==> src/rtl/dma_chan_pkg.sv <==
package dma_chan_pkg;
    localparam int REQ_SRCS  = 4;
    localparam int REQ_SEL_W = 2;

    // control word bit positions
    localparam int CTL_MODE = 0;
    localparam int CTL_FLAG = 1;
    localparam int CTL_SELL = 2;
    localparam int CTL_EN   = 4;
    localparam int CTL_BYTE = 5;
    localparam int CTL_SINC = 6;
    localparam int CTL_DINC = 7;

    localparam logic [1:0] REG_CTL = 2'd0;
    localparam logic [1:0] REG_SRC = 2'd1;
    localparam logic [1:0] REG_DST = 2'd2;
    localparam logic [1:0] REG_CNT = 2'd3;

    typedef enum logic [1:0] {
        ST_IDLE = 2'd0,
        ST_RD   = 2'd1,
        ST_WR   = 2'd2
    } xfer_st_e;
endpackage

==> src/rtl/dma_req_edge.sv <==
module dma_req_edge #(
    parameter int NSRC  = 4,
    parameter int SEL_W = 2
) (
    input  logic             clk,
    input  logic             rst_n,
    input  logic [NSRC-1:0]  req,
    input  logic [SEL_W-1:0] sel,
    output logic             hit
);
    logic [NSRC-1:0] prev_d, prev_q;
    logic [NSRC-1:0] rise;

    always_comb begin
        prev_d = req;
        rise   = req & ~prev_q;
        hit    = rise[sel];
    end

    always_ff @(posedge clk) begin
        if (!rst_n) prev_q <= '0;
        else        prev_q <= prev_d;
    end
endmodule

==> src/rtl/dma_addr_step.sv <==
module dma_addr_step #(
    parameter int AW = 16
) (
    input  logic [AW-1:0] cur,
    input  logic [AW-1:0] start,
    input  logic          inc_en,
    input  logic          byte_unit,
    input  logic          wrap,
    output logic [AW-1:0] nxt
);
    localparam logic [AW-1:0] STEP_B = AW'(1);
    localparam logic [AW-1:0] STEP_H = AW'(2);

    always_comb begin
        if (wrap)        nxt = start;
        else if (inc_en) nxt = cur + (byte_unit ? STEP_B : STEP_H);
        else             nxt = cur;
    end
endmodule

==> src/rtl/dma_chan_seq.sv <==
module dma_chan_seq
    import dma_chan_pkg::*;
#(
    parameter int AW       = 16,
    parameter int DW       = 16,
    parameter int CNT_W    = 8,
    parameter int RING_LEN = 32
) (
    input  logic                clk,
    input  logic                rst_n,
    input  logic [REQ_SRCS-1:0] req_src,
    input  logic                cfg_we,
    input  logic [1:0]          cfg_sel,
    input  logic [DW-1:0]       cfg_wdata,
    output logic [DW-1:0]       cfg_rdata,
    output logic                bus_rd,
    output logic                bus_wr,
    output logic                bus_byte,
    output logic [AW-1:0]       bus_addr,
    output logic [DW-1:0]       bus_wdata,
    input  logic [DW-1:0]       bus_rdata,
    input  logic                bus_done,
    output logic                fin_irq
);
    localparam int RW = $clog2(RING_LEN);

    typedef struct packed {
        xfer_st_e       st;
        logic [7:0]     ctl;
        logic           pend;
        logic [AW-1:0]  src_start;
        logic [AW-1:0]  dst_start;
        logic [AW-1:0]  src_cur;
        logic [AW-1:0]  dst_cur;
        logic [CNT_W-1:0] cnt;
        logic [RW-1:0]  ring;
        logic [DW-1:0]  data;
        logic           irq;
    } chan_t;

    chan_t d, q;
    logic        req_hit;
    logic        accept;
    logic        ring_wrap;
    logic [AW-1:0] cur_a   [2];
    logic [AW-1:0] start_a [2];
    logic [AW-1:0] nxt_a   [2];
    logic [1:0]    inc_a;
    logic [7:0]    ctl_q;

    dma_req_edge #(.NSRC(REQ_SRCS), .SEL_W(REQ_SEL_W)) u_edge (
        .clk   (clk),
        .rst_n (rst_n),
        .req   (req_src),
        .sel   (q.ctl[CTL_SELL +: REQ_SEL_W]),
        .hit   (req_hit)
    );

    assign ring_wrap  = q.ctl[CTL_MODE] && (q.ring == RW'(RING_LEN - 1));
    assign cur_a[0]   = q.src_cur;
    assign cur_a[1]   = q.dst_cur;
    assign start_a[0] = q.src_start;
    assign start_a[1] = q.dst_start;
    assign inc_a      = {q.ctl[CTL_DINC], q.ctl[CTL_SINC]};

    // one address stepper per side: index 0 source, index 1 destination
    for (genvar g = 0; g < 2; g++) begin : g_step
        dma_addr_step #(.AW(AW)) u_step (
            .cur       (cur_a[g]),
            .start     (start_a[g]),
            .inc_en    (inc_a[g]),
            .byte_unit (q.ctl[CTL_BYTE]),
            .wrap      (ring_wrap),
            .nxt       (nxt_a[g])
        );
    end

    always_comb begin
        d     = q;
        d.irq = 1'b0;

        if (cfg_we) begin
            case (cfg_sel)
                REG_CTL: begin
                    d.ctl           = cfg_wdata[7:0];
                    d.ctl[CTL_FLAG] = q.ctl[CTL_FLAG] & cfg_wdata[CTL_FLAG];
                end
                REG_SRC: begin
                    d.src_start = cfg_wdata[AW-1:0];
                    d.src_cur   = cfg_wdata[AW-1:0];
                    d.ring      = '0;
                end
                REG_DST: begin
                    d.dst_start = cfg_wdata[AW-1:0];
                    d.dst_cur   = cfg_wdata[AW-1:0];
                    d.ring      = '0;
                end
                default: d.cnt = cfg_wdata[CNT_W-1:0];
            endcase
        end

        accept = req_hit && q.ctl[CTL_EN] && !q.pend && (q.st == ST_IDLE);
        if (accept) begin
            d.pend          = 1'b1;
            d.ctl[CTL_FLAG] = 1'b1;
        end

        case (q.st)
            ST_IDLE: begin
                if (q.pend) begin
                    d.st   = ST_RD;
                    d.pend = 1'b0;
                end
            end
            ST_RD: begin
                if (bus_done) begin
                    d.data = bus_rdata;
                    d.st   = ST_WR;
                end
            end
            ST_WR: begin
                if (bus_done) begin
                    d.st      = ST_IDLE;
                    d.src_cur = nxt_a[0];
                    d.dst_cur = nxt_a[1];
                    d.cnt     = q.cnt - CNT_W'(1);
                    if (q.ctl[CTL_MODE]) begin
                        d.ring = ring_wrap ? '0 : q.ring + RW'(1);
                    end else if (q.cnt == CNT_W'(1)) begin
                        d.irq         = 1'b1;
                        d.ctl[CTL_EN] = 1'b0;
                    end
                end
            end
            default: d.st = ST_IDLE;
        endcase
    end

    always_ff @(posedge clk) begin
        if (!rst_n) q <= '0;
        else        q <= d;
    end

    always_comb begin
        case (cfg_sel)
            REG_CTL: cfg_rdata = DW'(q.ctl);
            REG_SRC: cfg_rdata = DW'(q.src_cur);
            REG_DST: cfg_rdata = DW'(q.dst_cur);
            default: cfg_rdata = DW'(q.cnt);
        endcase
    end

    assign ctl_q     = q.ctl;
    assign bus_rd    = (q.st == ST_RD);
    assign bus_wr    = (q.st == ST_WR);
    assign bus_byte  = q.ctl[CTL_BYTE];
    assign bus_addr  = (q.st == ST_WR) ? q.dst_cur : q.src_cur;
    assign bus_wdata = q.ctl[CTL_BYTE] ? DW'(q.data[7:0]) : q.data;
    assign fin_irq   = q.irq;
endmodule

==> config.mk <==
export PLATFORM = sky130hd
export DESIGN_NAME = dma_chan_seq
export DESIGN_NICKNAME = d
export VERILOG_FILES = /design/src/rtl/dma_chan_pkg.sv /design/src/rtl/dma_req_edge.sv /design/src/rtl/dma_addr_step.sv /design/src/rtl/dma_chan_seq.sv
export SDC_FILE = /design/constraint.sdc
export NUM_CORES = 1
export LEC_CHECK = 0
export BUFFER_PORTS_ARGS = -buffer_cell sky130_fd_sc_hd__buf_2
export CAP_MARGIN = 40
export CORE_MARGIN = 2
export CORE_UTILIZATION = 50
export CTS_CLUSTER_DIAMETER = 150
export DETAILED_ROUTE_END_ITERATION = 12
export PLACE_DENSITY = 0.74
export SLEW_MARGIN = 10
export SYNTH_ARGS = -nofsm -noshare
export SYNTH_HDL_FRONTEND = slang
export SYNTH_SLANG_ARGS = --single-unit
==> constraint.sdc <==
create_clock -name clk -period 2 [get_ports clk]
set_clock_uncertainty 0.05 [all_clocks]
set_input_delay 0.3 -clock clk [delete_from_list [all_inputs] [get_ports clk]]
set_output_delay 0.3 -clock clk [all_outputs]
set_load 0.02 [all_outputs]
# == After elaboration in Yosys (flattened, before gate mapping) ==
# Cells that the tools add are included.
# totals
ff_bits,109
# op_classes
n_addsub,4
magnitude_cmp,1
n_eq_ne,11
mux,34
bitwise,6
n_reduce_logical,18
# ops
operator,count
$mux W45,3
$mux W16,8
$pmux W16 S3,1
$add A16 B16 Y16,2
$mux W5,5
$mux W1,10
$reduce_and A2 Y1,5
$eq A8 B1 Y1 const B,1
$mux W2,4
$mux W8,1
$ne A4 B2 Y1 const B,2
$sub A8 B1 Y8 const B,1
$pmux W2 S3,1
$add A5 B1 Y5 const B,1
$eq A5 B5 Y1 const B,1
$and A4 B4 Y4,1
$eq A2 B1 Y1 const B,2
$eq A2 B2 Y1 const B,2
$logic_and A1 B1 Y1,4
$logic_not A2 Y1,2
$ne A2 B1 Y1 const B,2
$not A4 Y4,1
$reduce_bool A2 Y1,2
$reduce_or A4 Y1,1
other kinds (9),11

# == Depth between registers and ports, before layout ==
# depth
depth_word,10
depth_mapped,10
mapped_depth_nobuf,8

# == By module ==
# From an unflattened synthesis, not the netlist that was laid out.
# unflattened
hier_cells,772
hier_area_um2,6067.1
# modules_own_cells
mod,instances,cells_per_inst,area_per_inst_um2,seq_area_each_um2
dma_chan_seq,1,587,4819.6,2102.0
dma_addr_step at g_step[0].u_step,1,86,556.8,0.0
dma_addr_step at g_step[1].u_step,1,86,538.0,0.0
dma_req_edge,1,13,152.6,80.1

# == Least setup slack after synthesis ==
# Ideal clock, no wire load.
# synth_timing
path_type,reg-to-reg
startpoint,register q (netlist bit ctl_q[5])
endpoint,register q (netlist bit cur_a[10])
t_arrival_ps,2179
t_required_ps,1819
path_slack_ps,-359
path_stages_with_launch,9
path_buffers,1
path_cell_list,dfxtp_1 clkbuf_1 inv_1 fa_1 and3_1 and4_1 nand3_1 mux2i_1 nor3_1
# synth_via
elab_chain_cells,6
# synth_lines
element,line,rtl
"start, declared",dma_chan_seq.sv:41,"chan_t d, q;"
"start signal, assigned",dma_chan_seq.sv:140,if (!rst_n) q <= '0;
"start signal, assigned",dma_chan_seq.sv:141,else q <= d;
$mux W2,dma_addr_step.sv:16,else if (inc_en) nxt = cur + (byte_unit ? STEP_B : STEP_H);
$add A16 B16 Y16,dma_addr_step.sv:16,
$mux W16,dma_addr_step.sv:16,
$mux W16,dma_addr_step.sv:15,if (wrap) nxt = start;
$mux W45,dma_chan_seq.sv:122,if (bus_done) begin
$mux W45,dma_chan_seq.sv:108,case (q.st)
# Every way passes these cells. The select of a mux whose other input is x is not followed.
# A chain may end at the register's enable or synchronous reset.

# == Worst setup path in the final report ==
# layout_timing
startpoint,register q (netlist bit ctl_q[5])
endpoint,register q (netlist bit cur_a[28])
# Same word-level chain as after synthesis.

==> impl_metrics.env <==
export IMPL_status="finished with violations"
export IMPL_violations="setup timing"
export IMPL_powerDensity_nw_per_um2=625
export IMPL_fillers=1067
export IMPL_antenna_found_initial=0
export IMPL_intPower_mw=3.46
export IMPL_maxCapViolations=0
export IMPL_dp_slack_ps=-57.4
export IMPL_htreeDepth=3
export IMPL_slew_headroom_pct=58.3
export IMPL_first_global_vias=5583
export IMPL_pwr_share_comb_pct=13.0
export IMPL_yosysTopAreaCell="dfxtp_1"
export IMPL_grt_overflow_total=0
export IMPL_cts_tree="built"
export IMPL_hpwlAfterDp_mm=13.6
export IMPL_maxUsedRoutingLayer="met4"
export IMPL_drt_iter0_drc=676
export IMPL_root_buffer="clkbuf_16"
export IMPL_regToRegStartpoint="ctl_q[5]"
export IMPL_ys_flop_type="dfxtp_1"
export IMPL_synth_area_leaders="dfxtp_1 35%, nand2_1 8.6%, a21oi_1 7.5%, o21ai_0 2.7%, mux2i_1 2.6%"
export IMPL_setup_violations=2
export IMPL_area_growth_pct=22.6
export IMPL_wl_met1_mm=8.31
export IMPL_dieArea_sq_um=13300
export IMPL_dr_wl_met3_mm=1.83
export IMPL_ys_seq_area_share_pct=35.1
export IMPL_drt_wl_total_mm=19.7
export IMPL_tns_ps=-20.4
export IMPL_crit_arrival_ps=2260
export IMPL_grt_pass1_wl_mm=29.7
export IMPL_period_needed_ps=2010
export IMPL_synthCells=797
export IMPL_nNetsFinal=961
export IMPL_drt_pass1_iter_count=7
export IMPL_syn_area_sq_um=6210
export IMPL_io_pins=94
export IMPL_route_detailed_drc=0
export IMPL_die_w_um=115
export IMPL_port_buffers=93
export IMPL_hold_buffers=0
export IMPL_p_sw_mw=1.29
export IMPL_hold_path_startpoint="req_src[1]"
export IMPL_die_h_um=115
export IMPL_crit_required_ps=2250
export IMPL_core_sq_um=12100
export IMPL_cts_sinks=109
export IMPL_vias=6488
export IMPL_yosys_cell_count_top_type="nand2_1"
export IMPL_synth_seq_cells=109
export IMPL_drive_gt1_share_pct=26.2
export IMPL_worstMarginPinSlew_ps=626
export IMPL_rsz0062_at_grt="yes"
export IMPL_cts_made_buffers=9
export IMPL_fin_crit_sh_pct=101
export IMPL_critPathLaunchType="register"
export IMPL_fin_ws_ps=-14.3
export IMPL_synth_common_cells="142 x nand2_1, 109 x dfxtp_1, 93 x a21oi_1"
export IMPL_stdcell_count=1078
export IMPL_ys_warn_count=0
export IMPL_dp_cells=1054
export IMPL_syn_avg_cell_area_sq_um=7.79
export IMPL_cts_clk_slew_worst_paths_ps=70
export IMPL_pwr_share_clk_pct=38.1
export IMPL_hold_path_class="input pin to register"
export IMPL_grt_max_degree=56
export IMPL_utilization_pct=63.1
export IMPL_track_usage_pct=28.4
export IMPL_swShare_pct=27.2
export IMPL_max_clock_path_buffers=2
export IMPL_crit_start="ctl_q[5]"
export IMPL_wl_per_cell_um=18.3
export IMPL_rows=40
export IMPL_ys_types=70
export IMPL_vias_per_cell=6.02
export IMPL_cp_max_fo=6
export IMPL_max_freq_ghz=0.496
export IMPL_antenna_left=0
export IMPL_synth_top_area_share_pct=35.1
export IMPL_maxSlewViolCount=0
export IMPL_hold_violations=0
export IMPL_syn_nets=853
export IMPL_crit_type="register to register"
export IMPL_globalplace_congestion=0.910
export IMPL_ir_drop_v=0.000653
export IMPL_clk_latency_ps=360
export IMPL_route_met2_wl_mm=9.11
export IMPL_leakage_nw=3.02
export IMPL_synth_edf_count=0
export IMPL_antenna_cells=0
export IMPL_pwr_share_seq_pct=48.9
export IMPL_critical_path_endpoint_type="register"
export IMPL_synth_async_reset_ratio_pct=0
export IMPL_power_mw=4.76
export IMPL_start_util_pct=51.5
-- placed cells by master, fill, tap and decap left out, drive strengths merged, types with 13 or more instances in the layout --
cell type and count:
dfxtp 109, o21ai 35, nor2 44, mux2i 17, nand3 32, nand2 142, mux2 14, a211oi 13
inv 24, nor3 31, buf 164, a31oi 13, a21oi 93
-- logic make-up after synthesis --
logic type / after synthesis / synth area share (%)
adders and majority gates: 14 / 3.06
buffers and inverters: 92 / 7.90
muxes: 31 / 5.48
DFF: 109 / 35.1
AOI/OAI and AO/OA: 229 / 23.1
xor gates and xnor gates: 7 / 0.988
and+or+nand+nor: 315 / 24.3
-- state kept, by name, summed over array words and instances (netlist names) --
| register | flops |
|---|---|
| ctl_q | 8 |
| cur_a | 32 |
| fin_irq | 1 |
| q | 64 |
| u_edge.prev_q | 4 |
-- power by group through the flow --
stage	logic (mW)	clock network, mW	registers [mW]
6_report	0.618	1.81	2.32
5_1_grt	0.668	1.92	2.33
4_1_cts	0.590	1.83	2.32
3_5_place_dp	0.588	0	2.37
3_3_place_gp	0.583	0	2.37
2_1_floorplan	0.367	0	2.34
-- timing repair --
action / in CTS / in global routing
endpoints found under the setup margin: 23 / 41
setup buffers: 0 / 6
resized for setup: 5 / 37
cloned: 0 / 2
pin swaps: 0 / 12
-- area by class of cell --
cell class / instances / area (sq um) / area share [%]
multi-input combinational: 597 / 3710 / 48.8
timing repair buffer: 165 / 1120 / 14.7
clock inverter: 6 / 62.6 / 0.822
tap: 168 / 210 / 2.76
clock buffer: 10 / 229 / 3.01
sequential: 109 / 2190 / 28.8
inverter: 23 / 86.3 / 1.13
-- worst max-delay path, stage by stage (launching register included) --
cell and delay [ps]:
dfxtp_4 420, ha_4 160, fa_2 190, nand4_1 290
or4_1 520, o21ai_0 160, nand2_1 60, a21oi_1 110
-- path summary, 6_finish.rpt --
check	end	slack [ps]	cells after the start
setup reg to reg	cur_a[28]	-10	7
hold / removal	u_edge.prev_q[1]	100	2
setup / recovery	cur_a[28]	-10	7
hold reg to reg	q[12]	400	2
-- stage by stage --
step / instance area [sq um] / hold slack, ps
2_1_floorplan: 6250 / 372
3_3_place_gp: 7070 / 387
3_5_place_dp: 7070 / 392
4_1_cts: 7380 / 95.6
5_1_grt: 7610 / 102
6_report: 7610 / 101
-- layer usage --
metal | global-route usage [%] | vias to the layer above
met5 | 0 | -
met4 | 8.11 | 0
met3 | 7.06 | 35
met2 | 43.2 | 319
met1 | 40.1 | 3057
li1 | - | 3077
Power figures use the tool's default switching activity.
